### src/rtl/ssr_pkg.sv
package ssr_pkg;
  localparam int SSR_ADDR_W = 8;
  localparam int SSR_DATA_W = 32;

  localparam logic [SSR_ADDR_W-1:0] ADR_MODE    = 8'h00;
  localparam logic [SSR_ADDR_W-1:0] ADR_MUX     = 8'h02;
  localparam logic [SSR_ADDR_W-1:0] ADR_SWITCH  = 8'h08;
  localparam logic [SSR_ADDR_W-1:0] ADR_RSTCTL  = 8'h80;
  localparam logic [SSR_ADDR_W-1:0] ADR_VERSION = 8'hFF;
endpackage

### src/rtl/ssr_sync.sv
module ssr_sync #(
  parameter int W = 1,
  parameter int STAGES = 2,
  parameter logic [W-1:0] RST_VAL = '0
) (
  input  logic         clk,
  input  logic         rst_n,
  input  logic [W-1:0] d,
  output logic [W-1:0] q
);
  logic [W-1:0] chain_q [STAGES];

  always_ff @(posedge clk or negedge rst_n) begin
    if (!rst_n) begin
      for (int i = 0; i < STAGES; i++) chain_q[i] <= RST_VAL;
    end else begin
      chain_q[0] <= d;
      for (int i = 1; i < STAGES; i++) chain_q[i] <= chain_q[i-1];
    end
  end

  assign q = chain_q[STAGES-1];
endmodule

### src/rtl/ssr_frontend.sv
module ssr_frontend #(
  parameter int ADDR_W = ssr_pkg::SSR_ADDR_W,
  parameter int DATA_W = ssr_pkg::SSR_DATA_W
) (
  input  logic              clk,
  input  logic              rst_n,
  input  logic              s_clk,
  input  logic              s_din,
  input  logic              s_stb_n,
  output logic              cmd_wr,
  output logic              cmd_rd,
  output logic              tx_shift,
  output logic [ADDR_W-1:0] cmd_addr,
  output logic [DATA_W-1:0] cmd_data
);
  localparam int FRAME_W = ADDR_W + DATA_W;

  logic               clk_d;
  logic [FRAME_W-1:0] frame_q;
  logic               rise, fall;

  assign rise = s_clk & ~clk_d;
  assign fall = ~s_clk & clk_d;

  always_ff @(posedge clk or negedge rst_n) begin
    if (!rst_n) begin
      clk_d    <= 1'b0;
      cmd_wr   <= 1'b0;
      cmd_rd   <= 1'b0;
      tx_shift <= 1'b0;
      frame_q  <= '0;
    end else begin
      clk_d    <= s_clk;
      cmd_wr   <= rise & ~s_stb_n & s_din;
      cmd_rd   <= rise & ~s_stb_n & ~s_din;
      tx_shift <= fall & s_stb_n;
      if (rise && s_stb_n) frame_q <= {frame_q[FRAME_W-2:0], s_din};
    end
  end

  assign cmd_addr = frame_q[ADDR_W-1:0];
  assign cmd_data = frame_q[FRAME_W-1:ADDR_W];
endmodule

### src/rtl/ssr_regfile.sv
module ssr_regfile #(
  parameter int ADDR_W = ssr_pkg::SSR_ADDR_W,
  parameter int DATA_W = ssr_pkg::SSR_DATA_W,
  parameter logic [DATA_W-1:0] VERSION = 32'h0001_0203,
  parameter int RST_CYCLES = 16
) (
  input  logic              clk,
  input  logic              rst_n,
  input  logic              cmd_wr,
  input  logic [ADDR_W-1:0] cmd_addr,
  input  logic [DATA_W-1:0] cmd_data,
  input  logic [DATA_W-1:0] switch_s,
  output logic [DATA_W-1:0] rd_data,
  output logic [DATA_W-1:0] mode_o,
  output logic [DATA_W-1:0] mux_o,
  output logic              cpu_reset_o
);
  import ssr_pkg::*;

  localparam int CNT_W = (RST_CYCLES > 1) ? $clog2(RST_CYCLES) : 1;
  localparam logic [CNT_W-1:0] CNT_LOAD = CNT_W'(RST_CYCLES - 1);

  logic [DATA_W-1:0] mode_q, mux_q;
  logic              rst_q;
  logic [CNT_W-1:0]  cnt_q;
  logic              hit_mode, hit_mux, hit_rst;

  assign hit_mode = cmd_wr && (cmd_addr == ADR_MODE);
  assign hit_mux  = cmd_wr && (cmd_addr == ADR_MUX);
  assign hit_rst  = cmd_wr && (cmd_addr == ADR_RSTCTL) && cmd_data[0];

  always_ff @(posedge clk or negedge rst_n) begin
    if (!rst_n) begin
      mode_q <= '0;
      mux_q  <= '0;
    end else begin
      if (hit_mode) mode_q <= cmd_data;
      if (hit_mux)  mux_q  <= cmd_data;
    end
  end

  always_ff @(posedge clk or negedge rst_n) begin
    if (!rst_n) begin
      rst_q <= 1'b0;
      cnt_q <= '0;
    end else if (hit_rst) begin
      rst_q <= 1'b1;
      cnt_q <= CNT_LOAD;
    end else if (rst_q) begin
      if (cnt_q == '0) rst_q <= 1'b0;
      else             cnt_q <= cnt_q - 1'b1;
    end
  end

  always_comb begin
    case (cmd_addr)
      ADR_MODE:    rd_data = mode_q;
      ADR_MUX:     rd_data = mux_q;
      ADR_SWITCH:  rd_data = switch_s;
      ADR_RSTCTL:  rd_data = {{(DATA_W-1){1'b0}}, rst_q};
      ADR_VERSION: rd_data = VERSION;
      default:     rd_data = '0;
    endcase
  end

  assign mode_o      = mode_q;
  assign mux_o       = mux_q;
  assign cpu_reset_o = rst_q;
endmodule

### src/rtl/ssr_txshift.sv
module ssr_txshift #(
  parameter int DATA_W = ssr_pkg::SSR_DATA_W
) (
  input  logic              clk,
  input  logic              rst_n,
  input  logic              load,
  input  logic [DATA_W-1:0] load_val,
  input  logic              shift,
  output logic              dout
);
  logic [DATA_W-1:0] sh_q;

  always_ff @(posedge clk or negedge rst_n) begin
    if (!rst_n)     sh_q <= '1;
    else if (load)  sh_q <= load_val;
    else if (shift) sh_q <= {sh_q[DATA_W-2:0], 1'b1};
  end

  assign dout = sh_q[DATA_W-1];
endmodule

### src/rtl/ssr_slave.sv
module ssr_slave #(
  parameter int ADDR_W = ssr_pkg::SSR_ADDR_W,
  parameter int DATA_W = ssr_pkg::SSR_DATA_W,
  parameter logic [DATA_W-1:0] VERSION = 32'h0001_0203,
  parameter int RST_CYCLES = 16,
  parameter int SYNC_STAGES = 2
) (
  input  logic              clk,
  input  logic              rst_n,
  input  logic              ser_clk_i,
  input  logic              ser_din_i,
  input  logic              ser_stb_n_i,
  input  logic [DATA_W-1:0] switch_i,
  output logic              ser_dout_o,
  output logic [DATA_W-1:0] mode_o,
  output logic [DATA_W-1:0] mux_o,
  output logic              cpu_reset_o
);
  logic              s_clk, s_din, s_stb_n;
  logic [DATA_W-1:0] switch_s;
  logic              cmd_wr, cmd_rd, tx_shift;
  logic [ADDR_W-1:0] cmd_addr;
  logic [DATA_W-1:0] cmd_data, rd_data;

  ssr_sync #(.W(1), .STAGES(SYNC_STAGES), .RST_VAL(1'b0)) u_sync_clk (
    .clk(clk), .rst_n(rst_n), .d(ser_clk_i), .q(s_clk));
  ssr_sync #(.W(1), .STAGES(SYNC_STAGES), .RST_VAL(1'b0)) u_sync_din (
    .clk(clk), .rst_n(rst_n), .d(ser_din_i), .q(s_din));
  ssr_sync #(.W(1), .STAGES(SYNC_STAGES), .RST_VAL(1'b1)) u_sync_stb (
    .clk(clk), .rst_n(rst_n), .d(ser_stb_n_i), .q(s_stb_n));
  ssr_sync #(.W(DATA_W), .STAGES(SYNC_STAGES), .RST_VAL('0)) u_sync_sw (
    .clk(clk), .rst_n(rst_n), .d(switch_i), .q(switch_s));

  ssr_frontend #(.ADDR_W(ADDR_W), .DATA_W(DATA_W)) u_front (
    .clk(clk), .rst_n(rst_n), .s_clk(s_clk), .s_din(s_din), .s_stb_n(s_stb_n),
    .cmd_wr(cmd_wr), .cmd_rd(cmd_rd), .tx_shift(tx_shift),
    .cmd_addr(cmd_addr), .cmd_data(cmd_data));

  ssr_regfile #(.ADDR_W(ADDR_W), .DATA_W(DATA_W), .VERSION(VERSION),
                .RST_CYCLES(RST_CYCLES)) u_regs (
    .clk(clk), .rst_n(rst_n), .cmd_wr(cmd_wr), .cmd_addr(cmd_addr),
    .cmd_data(cmd_data), .switch_s(switch_s), .rd_data(rd_data),
    .mode_o(mode_o), .mux_o(mux_o), .cpu_reset_o(cpu_reset_o));

  ssr_txshift #(.DATA_W(DATA_W)) u_tx (
    .clk(clk), .rst_n(rst_n), .load(cmd_rd), .load_val(rd_data),
    .shift(tx_shift), .dout(ser_dout_o));
endmodule

### config.mk
export PLATFORM = sky130hd
export DESIGN_NAME = ssr_slave
export DESIGN_NICKNAME = d
export VERILOG_FILES = /design/src/rtl/ssr_pkg.sv /design/src/rtl/ssr_sync.sv /design/src/rtl/ssr_frontend.sv /design/src/rtl/ssr_regfile.sv /design/src/rtl/ssr_txshift.sv /design/src/rtl/ssr_slave.sv
export SDC_FILE = /design/constraint.sdc
export NUM_CORES = 1
export LEC_CHECK = 0
export BUFFER_PORTS_ARGS = -buffer_cell sky130_fd_sc_hd__buf_2
export CAP_MARGIN = 30
export CORE_ASPECT_RATIO = 0.8
export CORE_MARGIN = 1
export CORE_UTILIZATION = 52
export CTS_CLUSTER_SIZE = 24
export DETAILED_ROUTE_END_ITERATION = 10
export GPL_TIMING_DRIVEN = 0
export PLACE_DENSITY = 0.76
export SYNTH_ARGS = -nofsm -noshare
export SYNTH_HDL_FRONTEND = slang
export SYNTH_SLANG_ARGS = --single-unit
### constraint.sdc
create_clock -name clk -period 1.8 [get_ports clk]
set_input_delay 0.18 -clock clk [delete_from_list [all_inputs] [get_ports clk]]
set_output_delay 0.18 -clock clk [all_outputs]
set_load 0.02 [all_outputs]
Word-level counts from Yosys, hierarchy flattened. Index checks and enable logic that the tools add are counted.

Bits of input ports: 37. Logic and storage cells: 53. Output and inout port bits: 66. Register bits after elaboration: 215.

Bitwise gates (word level): 10. Multiplexer cells: 9. Reductions and logical operators: 10. Equality and inequality tests: 5. Add/subtract/negate cells: 1.

Operators with widths (number): $pmux 32 s5 (1); $mux 32 (2); $eq 8x8->1 const B (2); $mux 4 (3); $eq 8x2->1 const B (1); $eq 8x4->1 const B (1); $logic_not 8->1 (1); $and 1x1->1 (6); $logic_and 1x1->1 (5); $logic_not 4->1 (1); $not 1->1 (4); $reduce_bool 2->1 (2); $sub 4x1->4 const B (1); $mux 1 (3); $ne 2x1->1 const B (1); $reduce_and 2->1 (1).

Longest topological paths before layout.
Depth after elaboration: 5. Gate-level depth with buffers: 6. Mapped depth without buffers: 6.

By module. From an unflattened synthesis, not the netlist that was laid out.

Cells, all modules: 618. Area total of the unflattened synthesis: 8735.9 sq um.

By module, submodules not included: ssr_regfile (sequential area each 1726.7 sq um, area each 3525.9 sq um, instances 1, cells an instance 285); ssr_sync at u_sync_sw (sequential area each 1601.5 sq um, area each 1841.8 sq um, instances 1, cells an instance 96); ssr_frontend (sequential area each 1101.1 sq um, area each 1669.1 sq um, instances 1, cells an instance 92); ssr_txshift (sequential area each 840.8 sq um, area each 1546.5 sq um, instances 1, cells an instance 139); ssr_sync at u_sync_clk ... (sequential area each 50.0 sq um, area each 50.0 sq um, instances 2, cells an instance 2); ssr_sync at u_sync_stb (sequential area each 52.6 sq um, area each 52.6 sq um, instances 1, cells an instance 2).

Worst setup path before layout. No wires, ideal clock.

Path type: register to register. From: reg u_front.frame_q[5]. To: reg u_regs.mux_q[10] (netlist: u_regs.mux_o[10]). Stages on the path, launching flop included: 6. Required time: 1675 ps. Setup slack: 43 ps. Path buffers: 1. Period minus slack after synthesis: 1757 ps. Arrival: 1632 ps. Cells stage by stage: dfrtp_1 > nor4_4 > and2_4 > nand3_4 > buf_6 > mux2_4.

Cells in the longest elaborated chain, start to end: 2.

RTL lines: start: declaration (RTL line ssr_frontend.sv:19) `logic [FRAME_W-1:0] frame_q;`; start signal: assignment (RTL line ssr_frontend.sv:37) `if (rise && s_stb_n) frame_q <= {frame_q[FRAME_W-2:0], s_din};`; $eq 8x2->1 (RTL line ssr_regfile.sv:29) `assign hit_mux = cmd_wr && (cmd_addr == ADR_MUX);`; $logic_and 1x1->1 (RTL line ssr_regfile.sv:29); end signal: assignment (RTL line ssr_regfile.sv:38) `if (hit_mux) mux_q <= cmd_data;`; end: declaration (RTL line ssr_regfile.sv:23) `logic [DATA_W-1:0] mode_q, mux_q;`.

No other way between the ends. A chain may end at the register's enable or synchronous reset.

Worst setup path after layout.
From: reg u_front.frame_q[7]. To: reg u_regs.mux_q[24] (netlist: u_regs.mux_o[24]).

The elaborated chain is that of the path after synthesis.

==> metrics.md <==
| Metric | Value |
|---|---|
| Overall global routing resource usage | `0.2154` |
| Type of the worst setup path | `flip-flop to flip-flop` |
| Clock slew at the register clock pins of the worst setup and hold paths | `60 ps` |
| Core ar. | `0.01575 mm^2` |
| Switching component of the power | `3.138 mW` |
| R2R cell count | `6` |
| Switching part of the total power | `0.2591` |
| Number of buffers created by CTS | `22` |
| Path type of the worst min-delay path | `input port to flip-flop` |
| Fraction of post-synthesis cell area in the top cell type by area | `0.5423` |
| Starting DRT DRC Count | `348` |
| Reg2reg setup slack | `-90 ps` |
| Internal portion of total power | `8.971 mW` |
| Area of all placed cells without fillers | `0.01051 mm^2` |
| Most frequent standard cell in the layout excluding fill and tap cells | `dfrtp_1` |
| Horizontal die dimension | `143.7 um` |
| Count of cells along the worst hold path | `2` |
| Fin nets | `776` |
| Total of max-cap violations | `0` |
| Cell area after synthesis | `0.008352 mm^2` |
| Highest achievable clock rate | `0.5292 GHz` |
| Antenna diode count | `0` |
| Placement Cell Area | `0.009169 mm^2` |
| Required arrival time at the worst endpoint | `2190 ps` |
| Synthesized Nets | `601` |
| Number of search-and-repair iterations in the first detailed-routing pass | `6` |
| Worst Setup SP | `u_front.frame_q[7]$_DFFE_PN0P_` |
| Cell types with the largest area share after synthesis | `dfrtp_1, dfstp_2, mux2_2` |
| Post-synthesis area per instance | `14.83 um^2` |
| R2R Path End | `u_regs.mux_o[24]$_DFFE_PN0P_` |
| Worst max-slew margin expressed relative to the limit | `0.4036` |
| Share of flip-flops with an asynchronous set or reset | `1.000` |
| Number of storage elements in the synthesis netlist | `215` |
| Worst hold slack after final layout | `309.2 ps` |
| Unrepaired setup endpoints after global routing | `yes` |
| Initial core utilization | `0.5303` |
| GRT Residual Overflow | `0` |
| Die area | `0.01658 mm^2` |
| Die H | `115.4 um` |
| Kind of start point of the critical path | `flip-flop` |
| Endpoints failing setup | `30` |
| Standby leakage power | `5.148 nW` |
| Global-route wire length before repair | `27,430 um` |
| PD cells | `1152 mW/mm^2` |
| Placement Setup Slack | `-228.2 ps` |
| Post-synthesis cell count | `563` |
| Number of enable-type register cells in the synthesized netlist | `0` |
| Fraction of the yosys area taken by sequential cells | `0.6493` |
| Gp weighted congestion | `0.8563` |
| Run status | `finished, violations left` |
| End of the critical path | `u_regs.mux_o[24]$_DFFE_PN0P_` |
| Synthesis Warnings | `0` |
| Leading cell types in the layout, fill and taps excluded | `dfrtp_1, buf_2, mux2_2` |
| Layout Area Growth over Synthesis | `25.81%` |
| Routed via count | `5,200` |
| Signal arrival time at the worst endpoint | `2270 ps` |
| Number of distinct library cells after synthesis | `42` |
| Worst IR Drop VDD | `0.0006775 V` |
| IO Count | `103` |
| HPWL after detailed placement | `11,010 um` |
| Endpoints failing hold | `0` |
| Largest area contributor in the netlist | `dfrtp_1` |
| Max Root-Sink Buffers | `3` |
| Ratio of cells with drive above 1 in the final layout | `0.4271` |
| Wire length reported by the detailed router | `17,320 um` |
| Top fanout value on the critical path | `10` |
| Transition time at the pin with the least slew margin | `894.6 ps` |
| Ratio of final minimum period to clock period | `1.050` |
| Clock latency of the later-clocked register in the worst-skew pair | `500 ps` |
| R2R Path Start | `u_front.frame_q[7]$_DFFE_PN0P_` |
| Minimum period implied by the final worst setup slack | `1890 ps` |
| Vias/cell | `5.366` |
| DRT antenna net count | `0` |
| Portion of total power attributed to sequential cells | `0.453` |
| Row Count | `41` |
| Worst Min Path Start | `ser_din_i` |
| Max-slew violation count | `0` |
| CTS tree | `done` |
| Violated checks | `negative setup slack` |
| Via count of the first global-routing pass | `5,257` |
| Root buf cell | `clkbuf_16` |
| Wire length per cell | `17.87 um` |
| Number of remaining DRC errors | `0` |
| Setup clock skew after layout | `10.62 ps` |
| Count of filler cells inserted in the layout | `1,140` |
| Ys flop type | `dfrtp_1` |
| Initial antenna violation count | `0` |
| Clk sink count | `215` |
| Fraction of power consumed by combinational cells | `0.156` |
| Port Buffer Count | `102` |
| Clock share of power | `0.391` |
| Worst setup margin | `-89.61 ps` |
| Critical Path End Type | `flip-flop` |
| Largest net degree at the start of global routing | `126` |
| H-tree depth reported by CTS | `1` |
[cell families (layout without fill, tap and decap cells)]
| family | count (synthesis) | in the layout | synth area share |
|---|---|---|---|
| AOI/OAI and AO/OA | 74 | 74 | 0.05558 |
| xor gates and xnor gates | 2 | 2 | 0.002098 |
| adders and majority gates | 1 | 1 | 0.001498 |
| buffers and inverters | 35 | 226 | 0.02007 |
| DFF | 215 | 215 | 0.6493 |
| muxes | 161 | 161 | 0.2220 |
| and+or+nand+nor | 75 | 75 | 0.04944 |
[cell usage after synthesis, drive strengths merged (2+ instances only)]
cell type / n
nor4: 2
clkbuf: 12
mux2: 104
nor3: 3
and2: 2
nor2b: 5
dfstp: 34
nand3: 9
a21oi: 28
nand4: 5
buf: 20
a32o: 3
o211ai: 4
inv: 3
nor2: 33
o21bai: 3
nand2: 8
o22ai: 28
dfrtp: 181
o211a: 3
mux2i: 57
[power by group through the flow]
stage | sequential, mW | combinational [mW] | clock, mW
floorplan | 5.50 | 1.10 | 0
finish | 5.49 | 1.89 | 4.73
global placement | 5.54 | 1.51 | 0
detailed placement | 5.56 | 1.56 | 0
CTS | 5.48 | 1.70 | 4.84
global route | 5.52 | 2.06 | 5.04
[per-layer routing]
metal | part of all wire | vias to the layer above | global-route usage
li1 | - | 2375 | -
met1 | 0.45 | 2661 | 0.2979
met2 | 0.48 | 136 | 0.3485
met3 | 0.046 | 28 | 0.04165
met4 | 0.023 | 0 | 0.06383
met5 | 0 | - | 0
[through the flow]
stage | TNS, ps | utilization | power (mW) | cells
2_1_floorplan | 0 | - | 6.595 | 563
3_3_place_gp | -570720 | 0.5798 | 7.049 | 880
3_5_place_dp | -14800 | 0.5822 | 7.120 | 881
4_1_cts | -619.3 | 0.6581 | 12.02 | 960
5_1_grt | -4634 | 0.6672 | 12.62 | 969
6_report | -2457 | 0.6672 | 12.11 | 969
[layout make-up]
class                      count  area, um^2  share of cell area
inverter                       3       11.26            0.001072
tap                          215       269.0             0.02560
sequential                   215        5426              0.5164
clock inverter                 9       106.4             0.01012
timing repair buffer         151        1016             0.09669
buffer                        32       222.7             0.02120
clock buffer                  31       665.6             0.06335
multi-input combinational    313        2790              0.2655
[sequential cells by signal, summed over array words and instances (netlist names), 4 cells and up]
signal,cells
u_tx.sh_q,32
u_regs.mux_o,32
u_regs.mode_o,32
u_sync_sw.chain_q,32
u_front.frame_q,40
u_sync_sw.q,32
u_regs.cnt_q,4
[worst min path at each step]
stage and endpoint:
3_3_place_gp u_sync_sw.chain_q[61]$_DFF_PN0_, 2_1_floorplan u_front.clk_d$_DFF_PN0_, 3_5_place_dp u_sync_sw.chain_q[36]$_DFF_PN0_, 4_1_cts u_sync_din.chain_q[1]$_DFF_PN0_, 5_1_grt u_sync_din.chain_q[1]$_DFF_PN0_, 6_report u_sync_din.chain_q[1]$_DFF_PN0_
[repair_timing]
action,CTS,global route
setup endpoints to repair,84,89
resized for setup,12,26
cloned,0,1
hold buffers,36,0
hold endpoints to repair,149,0
setup buffers,3,9
pin swaps,2,1
[critical path, stage by stage (launching register included)]
cell and delay, ps:
dfrtp_2 440, nor4_4 340, buf_4 180, and2_4 160, nand3_4 150, buf_8 210, mux2_4 300
Note: power is estimated with default switching activity, not from simulation.
